--- src/rtl/swrec_pkg.sv ---
package swrec_pkg;

  // Tag carried by each in-flight instruction until its detection slot.
  typedef struct packed {
    logic vld;   // slot holds an issued instruction
    logic rlx;   // instruction issued with relaxed mode on
    logic trp;   // instruction requested a trap
  } trk_t;

  // Outcome of the detection slot at the head of the tracker.
  typedef enum logic [1:0] {
    HD_IDLE  = 2'd0,
    HD_CLEAN = 2'd1,
    HD_REDIR = 2'd2,
    HD_UNREC = 2'd3
  } head_res_e;

endpackage

--- src/rtl/swrec_mode_unit.sv ---
module swrec_mode_unit #(
  parameter int AW = 32
) (
  input  logic          clk,
  input  logic          rst_n,
  input  logic          ev_valid,
  input  logic          ev_enter,
  input  logic [AW-1:0] ev_operand,
  input  logic          ev_atomic,
  output logic          relax_q,
  output logic [AW-1:0] rpc_q,
  output logic          nest_q,
  output logic          illegal_q
);

  logic op_nonzero;
  logic enter_set;
  logic enter_clr;
  logic atomic_bad;

  always_comb begin
    op_nonzero = |ev_operand;
    enter_set  = ev_valid & ev_enter & op_nonzero;
    enter_clr  = ev_valid & ev_enter & ~op_nonzero;
    atomic_bad = ev_valid & ev_atomic & relax_q;
  end

  // Relaxed-mode flag.
  always_ff @(posedge clk) begin
    if (!rst_n) begin
      relax_q <= 1'b0;
    end else if (enter_set) begin
      relax_q <= 1'b1;
    end else if (enter_clr) begin
      relax_q <= 1'b0;
    end
  end

  // Recovery PC: loaded by every entry with a nonzero operand.
  always_ff @(posedge clk) begin
    if (!rst_n) begin
      rpc_q <= '0;
    end else if (enter_set) begin
      rpc_q <= ev_operand;
    end
  end

  // One-cycle status pulses.
  always_ff @(posedge clk) begin
    if (!rst_n) begin
      nest_q    <= 1'b0;
      illegal_q <= 1'b0;
    end else begin
      nest_q    <= enter_set & relax_q;
      illegal_q <= atomic_bad;
    end
  end

endmodule

--- src/rtl/swrec_track_pipe.sv ---
module swrec_track_pipe
  import swrec_pkg::*;
#(
  parameter int LAT = 5,
  parameter int CW  = 5
) (
  input  logic          clk,
  input  logic          rst_n,
  input  logic          flush,
  input  logic          push,
  input  trk_t          push_tag,
  input  logic [CW-1:0] push_code,
  output trk_t          head_tag,
  output logic [CW-1:0] head_code
);

  localparam int LAST = LAT - 1;

  trk_t          tag_q  [LAT];
  logic [CW-1:0] code_q [LAT];

  for (genvar g = 0; g < LAT; g++) begin : g_stage
    trk_t          tag_d;
    logic [CW-1:0] code_d;

    if (g == 0) begin : g_entry
      always_comb begin
        tag_d  = push ? push_tag : '0;
        code_d = (push && push_tag.trp) ? push_code : '0;
      end
    end else begin : g_follow
      always_comb begin
        tag_d  = tag_q[g-1];
        code_d = code_q[g-1];
      end
    end

    always_ff @(posedge clk) begin
      if (!rst_n || flush) begin
        tag_q[g]  <= '0;
        code_q[g] <= '0;
      end else begin
        tag_q[g]  <= tag_d;
        code_q[g] <= code_d;
      end
    end
  end

  always_comb begin
    head_tag  = tag_q[LAST];
    head_code = code_q[LAST];
  end

endmodule

--- src/rtl/swrec_resolve.sv ---
module swrec_resolve
  import swrec_pkg::*;
#(
  parameter int AW = 32,
  parameter int CW = 5
) (
  input  logic          clk,
  input  logic          rst_n,
  input  trk_t          head_tag,
  input  logic [CW-1:0] head_code,
  input  logic          flt_valid,
  input  logic [AW-1:0] rpc,
  output logic          flush,
  output logic          redir_q,
  output logic [AW-1:0] redir_pc_q,
  output logic          trap_rel_q,
  output logic [CW-1:0] trap_code_q,
  output logic          unrec_q
);

  head_res_e res;
  logic      release_trap;

  always_comb begin
    if (!head_tag.vld) begin
      res = HD_IDLE;
    end else if (!flt_valid) begin
      res = HD_CLEAN;
    end else if (head_tag.rlx) begin
      res = HD_REDIR;
    end else begin
      res = HD_UNREC;
    end
    flush        = (res == HD_REDIR);
    release_trap = head_tag.vld & head_tag.trp & (res != HD_REDIR);
  end

  always_ff @(posedge clk) begin
    if (!rst_n) begin
      redir_q     <= 1'b0;
      redir_pc_q  <= '0;
      trap_rel_q  <= 1'b0;
      trap_code_q <= '0;
      unrec_q     <= 1'b0;
    end else begin
      redir_q     <= (res == HD_REDIR);
      unrec_q     <= (res == HD_UNREC);
      trap_rel_q  <= release_trap;
      trap_code_q <= release_trap ? head_code : '0;
      if (res == HD_REDIR) begin
        redir_pc_q <= rpc;
      end
    end
  end

endmodule

--- src/rtl/swrec_redirect_ctrl.sv ---
module swrec_redirect_ctrl
  import swrec_pkg::*;
#(
  parameter int AW  = 32,
  parameter int CW  = 5,
  parameter int LAT = 5
) (
  input  logic          clk,
  input  logic          rst_n,
  input  logic          iss_valid,
  input  logic          iss_enter,
  input  logic [AW-1:0] iss_operand,
  input  logic          iss_atomic,
  input  logic          iss_trap,
  input  logic [CW-1:0] iss_trap_code,
  input  logic          flt_valid,
  output logic          relax_on,
  output logic          redir_valid,
  output logic [AW-1:0] redir_pc,
  output logic          trap_release,
  output logic [CW-1:0] trap_code,
  output logic          unrec_fault,
  output logic          illegal_atomic,
  output logic          nest_warn
);

  logic          flush;
  logic          iss_go;
  logic          relax_q;
  logic [AW-1:0] rpc_q;
  trk_t          push_tag;
  trk_t          head_tag;
  logic [CW-1:0] head_code;

  // An issue coinciding with a redirect decision is squashed.
  always_comb begin
    iss_go       = iss_valid & ~flush;
    push_tag.vld = 1'b1;
    push_tag.rlx = relax_q;
    push_tag.trp = iss_trap;
  end

  swrec_mode_unit #(.AW(AW)) u_mode (
    .clk        (clk),
    .rst_n      (rst_n),
    .ev_valid   (iss_go),
    .ev_enter   (iss_enter),
    .ev_operand (iss_operand),
    .ev_atomic  (iss_atomic),
    .relax_q    (relax_q),
    .rpc_q      (rpc_q),
    .nest_q     (nest_warn),
    .illegal_q  (illegal_atomic)
  );

  swrec_track_pipe #(.LAT(LAT), .CW(CW)) u_track (
    .clk       (clk),
    .rst_n     (rst_n),
    .flush     (flush),
    .push      (iss_go),
    .push_tag  (push_tag),
    .push_code (iss_trap_code),
    .head_tag  (head_tag),
    .head_code (head_code)
  );

  swrec_resolve #(.AW(AW), .CW(CW)) u_resolve (
    .clk         (clk),
    .rst_n       (rst_n),
    .head_tag    (head_tag),
    .head_code   (head_code),
    .flt_valid   (flt_valid),
    .rpc         (rpc_q),
    .flush       (flush),
    .redir_q     (redir_valid),
    .redir_pc_q  (redir_pc),
    .trap_rel_q  (trap_release),
    .trap_code_q (trap_code),
    .unrec_q     (unrec_fault)
  );

  assign relax_on = relax_q;

endmodule

--- config.mk ---
export PLATFORM = sky130hd
export DESIGN_NAME = swrec_redirect_ctrl
export DESIGN_NICKNAME = d
export VERILOG_FILES = /design/src/rtl/swrec_pkg.sv /design/src/rtl/swrec_mode_unit.sv /design/src/rtl/swrec_track_pipe.sv /design/src/rtl/swrec_resolve.sv /design/src/rtl/swrec_redirect_ctrl.sv
export SDC_FILE = /design/constraint.sdc
export NUM_CORES = 1
export LEC_CHECK = 0
export CAP_MARGIN = 15
export CORE_MARGIN = 2
export CORE_UTILIZATION = 50
export CTS_CLUSTER_DIAMETER = 120
export CTS_CLUSTER_SIZE = 16
export DETAILED_ROUTE_END_ITERATION = 6
export HOLD_SLACK_MARGIN = 0.12
export PLACE_DENSITY = 0.8
export SLEW_MARGIN = 15
export SYNTH_ARGS = -nofsm -noshare
export SYNTH_HDL_FRONTEND = slang
export SYNTH_SLANG_ARGS = --single-unit
--- constraint.sdc ---
create_clock -name clk -period 3.72 [get_ports clk]
set_input_delay 1.116 -clock clk [delete_from_list [all_inputs] [get_ports clk]]
set_output_delay 1.116 -clock clk [all_outputs]
set_load 0.005 [all_outputs]
; ---- Word-level counts from Yosys, hierarchy flattened
; Memory sizes are Yosys's and may differ from the RTL's. A register that Yosys moved wholly into a read port is not among the register bits.
; Index checks and enable logic that the tools add are counted.
[word_totals]
n_memories = 2
ramBits = 40
wordCells = 61
reg_bits = 70
out_inout_bits = 43
input_bits = 44
[op_classes]
bitwise_logic = 21
muxes = 20
n_reduce_logical = 7
eq_ne = 3
[memory_table]
columns = name, words, word_bits, rd, rd_ports_with_merged_regs, wr, line
row1 = u_track.code_q, 5, 5, 5, 1, 5, swrec_track_pipe.sv:20  ; logic [CW-1:0] code_q [LAT];
row2 = u_track.tag_q, 5, 3, 5, 0, 5, swrec_track_pipe.sv:19  ; trk_t tag_q [LAT];
[ops]
columns = cell, count
row1 = OR reduction 32 bit, 1
row2 = 2-to-1 mux 5 bit, 6
row3 = 2-to-1 mux 3 bit, 6
row4 = bitwise OR 1 bit, 10
row5 = bitwise AND 1 bit, 9
row6 = 2-to-1 mux 1 bit, 6
row7 = "== test 2 bit, second input constant", 2
row8 = 2-to-1 mux 2 bit, 2
row9 = logical NOT 1 bit, 2
row10 = "inequality test 2 bit, second input constant", 1
row11 = inverter 1 bit, 2
row12 = AND reduction 2 bit, 1
row13 = nonzero test 2 bit, 1
row14 = logical AND 1 bit, 1
row15 = logical OR 1 bit, 1

; ---- Longest topological paths before layout
; An unclocked memory read counts as a cell.
[logic_depth]
word_depth = 11
ltp_mapped = 5
ltp_nobuf = 4

; ---- Cells and area by module
; A second synthesis with hierarchy kept.
[unflattened]
hier_cells = 406
area_unflattened_um2 = 4127.7
[by_module_without_submodules]
columns = module, n_inst, area_per_inst_um2, cells_per_inst, seq_area_each_um2
row1 = swrec_resolve, 1, 1554.0, 163, 800.8
row2 = swrec_mode_unit, 1, 1447.6, 157, 700.7
row3 = swrec_track_pipe, 1, 1108.6, 84, 800.8
row4 = swrec_redirect_ctrl, 1, 17.5, 2, 0.0

; ---- Least setup slack after synthesis
; OpenSTA, ideal clock, no wires.
[synth_timing]
path_type = input to register
start = input iss_operand[15]
end = register u_mode.relax_q
setup_time_ns = 0.115
slack_ns = 1.576
stages = 5
arrival_ns = 2.029
required_time_ns = 3.605
path_buffers = 1
path_cell_list = nor4_1 -> and4_1 -> a21oi_4 -> buf_6 -> o21a_1
[synth_via]
elab_chain_cells = 4
word_cells_on_any_way = 6
classes_between = mux: 1 / bitwise: 3 / reduce/logical: 2
[synth_lines]
columns = element, line
row1 = "start, declared", swrec_redirect_ctrl.sv:12  ; input logic [AW-1:0] iss_operand,
row2 = OR reduction 32 bit (*), swrec_mode_unit.sv:22  ; op_nonzero = |ev_operand;
row3 = inverter 1 bit, swrec_mode_unit.sv:24  ; enter_clr = ev_valid & ev_enter & ~op_nonzero;
row4 = bitwise AND 1 bit, swrec_mode_unit.sv:24
row5 = nonzero test 2 bit (no line), n/a
row6 = "end signal, assigned", swrec_mode_unit.sv:31  ; relax_q <= 1'b0;
row7 = "end signal, assigned", swrec_mode_unit.sv:33  ; relax_q <= 1'b1;
row8 = "end signal, assigned", swrec_mode_unit.sv:35  ; relax_q <= 1'b0;
row9 = "end, declared", swrec_mode_unit.sv:10  ; output logic relax_q,
; Mark *: on every way between the ends. The rest lies on a longest branch, timed or not.
; A chain may end at the register's enable or synchronous reset.

; ---- Final worst setup path
[layout_timing]
start = input iss_operand[1]
end = register u_mode.rpc_q[25]
[layout_via]
elab_chain_cells = 2
[layout_lines]
columns = element, line
row1 = OR reduction 32 bit, swrec_mode_unit.sv:22
row2 = bitwise AND 1 bit, swrec_mode_unit.sv:23  ; enter_set = ev_valid & ev_enter & op_nonzero;
row3 = "end signal, assigned", swrec_mode_unit.sv:44  ; rpc_q <= ev_operand;
row4 = "end, declared", swrec_mode_unit.sv:11  ; output logic [AW-1:0] rpc_q,
; No other way between the ends.

==> impl_metrics.py <==
metrics = {
    "timing": {
        "finalClockSkew_ns": 0.006179,
        "rsz0062_at_grt": "false",
        "finalHoldViolCount": 0,
        "worst_pin_slew_ns": 0.9164,
        "setup_viol": 0,
        "timing.final.crit_share_pct": 76.21,
        "slew_headroom_pct": 38.77,
        "min_period_ns": 2.835,
        "setup_tns_ns": 0,
        "fmax_mhz": 352.7,
        "slew_violations": 0,
    },
    "drt": {
        "drtPass1Iterations": 4,
        "drc_errors": 0,
        "avgRoutedWirePerCell_um": 14.23,
        "drt_iter0_markers": 144,
        "via_count": 2694,
        "routed_via_density": 5.093,
        "wl_mm": 7.530,
        "ant_nets": 0,
    },
    "worst_setup_path": {
        "crit_family": "buffers and inverters",
        "crit_slowest_cell": "a21oi_4",
        "path_buf_inv": 2,
        "cp.arrival_ns": 3.26,
        "critPathLaunchType": "input pin",
        "cp_max_fo": 23,
        "criticalPathCategory": "in2reg",
        "cp-end-kind": "flop",
        "max_stage_delay_ns": 0.74,
        "critPathRequiredTime_ns": 4.15,
        "worstPathCellList": "clkdlybuf4s50_1, nor4_1, and4_1, a21oi_4, buf_4, mux2i_1",
    },
    "die": {
        "dieArea_um2": 8130,
        "core_region_area_um2": 7214,
        "die_width_um": 90.17,
        "initial_core_util_pct": 51.46,
        "die_h_um": 90.17,
        "pin_count": 87,
        "row_count": 31,
    },
    "grt": {
        "grt_pass1_wl_mm": 12.17,
        "grt_max_degree": 103,
        "track_usage_pct": 19.12,
        "use_met1_pct": 22.94,
        "overflow": 0,
        "antenna_found_initial": 0,
        "use_met2_pct": 30.64,
        "busiest_layer": "met2",
        "grtUsageMet3_pct": 6.706,
        "grt_pass1_vias": 2606,
    },
    "clocking": {
        "postCtsHoldBufs": 0,
        "root_buffer": "clkbuf_8",
        "cts_buffer_depth": 2,
        "postCtsSetupRepairBufs": 0,
        "htreeDepth": 4,
        "insertion_delay_ns": 0.50,
        "cts_sinks": 115,
        "clk_transition_reported_paths_ns": 0.05,
        "cts_buffers": 17,
        "cts_tree": "built",
        "cts_resized": 0,
    },
    "power": {
        "ir_worst_vdd_mv": 0.3780,
        "powerDensity_nw_per_um2": 540.9,
        "power.leakage_nw": 2.147,
        "total_power_mw": 2.762,
    },
    "synthesis": {
        "synth_seq_cells": 115,
        "synth_nets": 380,
        "synth.distinct_cells": 17,
        "ys.flop_type": "dfxtp_1",
        "synth_edf_count": 0,
        "async_reset_ff_share_pct": 0,
        "yosysSeqAreaShare_pct": 62.02,
        "yosysWarnings": 0,
        "synthCells": 336,
        "synth.avg_cell_area_um2": 11.05,
        "synth_area_um2": 3712,
        "synth_top_cell_by_area": "dfxtp_1",
        "synthTopCellsByArea": "dfxtp_1, mux2i_1, a22o_1",
        "synth_top_area_share_pct": 62.02,
    },
    "placement": {
        "routabilityCongestion": 0.7400,
        "port_buffers": 86,
        "dp.final_hpwl_mm": 4.766,
    },
    "final_layout": {
        "final_cell_mix": "dfxtp_1, clkdlybuf4s50_1, nand2_1, and3_1",
        "antenna_cells": 0,
        "syn_to_final_growth_pct": 37.55,
        "finalNetCount": 463,
        "drive_gt1_share_pct": 8.140,
        "final_common_cell": "dfxtp_1",
    },
    "min_path": {
        "hp-class": "reg2reg",
    },
    "run": {
        "maxCapViolations": 0,
    },
    "outcome": {
        "status": "finished, final reports clean",
    },
}
path summary, 6_finish.rpt:
check | from | endpoint | slack (ns) | depth (start not counted)
worst max-delay path | iss_operand[1] | u_mode.rpc_q[25] | 0.89 | 6
worst min register to register | u_track.code_q[4][2] | u_resolve.trap_code_q[2] | 0.42 | 1
worst max register to register | u_track.tag_q[4][2] | u_mode.rpc_q[25] | 1.73 | 5
worst min-delay path | u_track.code_q[4][2] | u_resolve.trap_code_q[2] | 0.42 | 1
stage by stage:
step / cell area (um^2) / hold WS (ns) / setup slack (ns) / utilization (%) / cells
floorplan: 3712 / 0.4057 / 1.576 / - / 336
global placement: 4594 / 0.4090 / 0.4142 / 63.68 / 499
detailed placement: 4594 / 0.4129 / 0.3616 / 63.68 / 499
CTS: 5105 / 0.4247 / 0.8716 / 70.76 / 529
global route: 5106 / 0.4518 / 0.7436 / 70.78 / 529
finish: 5106 / 0.4231 / 0.8851 / 70.78 / 529
where the power goes:
group	leakage [nW]	switching, mW	internal [mW]	total [mW]
Clock	0.260	0.496	0.870	1.37
Combinational	0.955	0.0573	0.0665	0.124
Sequential	0.932	0.0120	1.26	1.27
cells by family (layout without fill, tap and decap cells):
| family | Yosys count | count (layout) | share of synthesized area (%) |
|---|---|---|---|
| AND/OR/NAND/NOR | 128 | 128 | 17.59 |
| flip-flops | 115 | 115 | 62.02 |
| AO/OA/AOI/OAI | 35 | 35 | 8.325 |
| multiplexers | 32 | 32 | 8.628 |
| buffers and inverters | 26 | 120 | 3.438 |
routing by layer:
metal | vias up | part of all wire (%)
li1 | 1334 | -
met1 | 1266 | 44
met2 | 77 | 49
met3 | 17 | 4.3
met4 | 0 | 2.3
met5 | - | 0
flip-flops by register name (all words and copies together) (netlist names):
register and count:
u_mode.nest_q 1, u_mode.relax_q 1, u_resolve.trap_code_q 5, u_resolve.unrec_q 1, u_resolve.trap_rel_q 1, u_track.code_q 25
u_mode.illegal_q 1, u_track.tag_q 15, u_resolve.redir_pc_q 32, u_mode.rpc_q 32, u_resolve.redir_q 1
final cells by class:
cell class | count | area (um^2)
Clock buffer | 24 | 480.5
Clock inverter | 6 | 30.03
Fill cell | 521 | 2108
Multi-Input combinational cell | 195 | 1284
Sequential cell | 115 | 2302
Tap cell | 99 | 123.9
Timing Repair Buffer | 90 | 885.9
cell usage after synthesis (2+ instances only):
library cell and n:
mux2i_1 32, nand2_1 64, buf_6 3, and2_1 9, nand3_1 2, a22o_1 32, buf_2 6, nor4_1 8
dfxtp_1 115, clkbuf_1 17, and4_1 3, and3_1 40
Note: power is estimated with default switching activity, not from simulation.
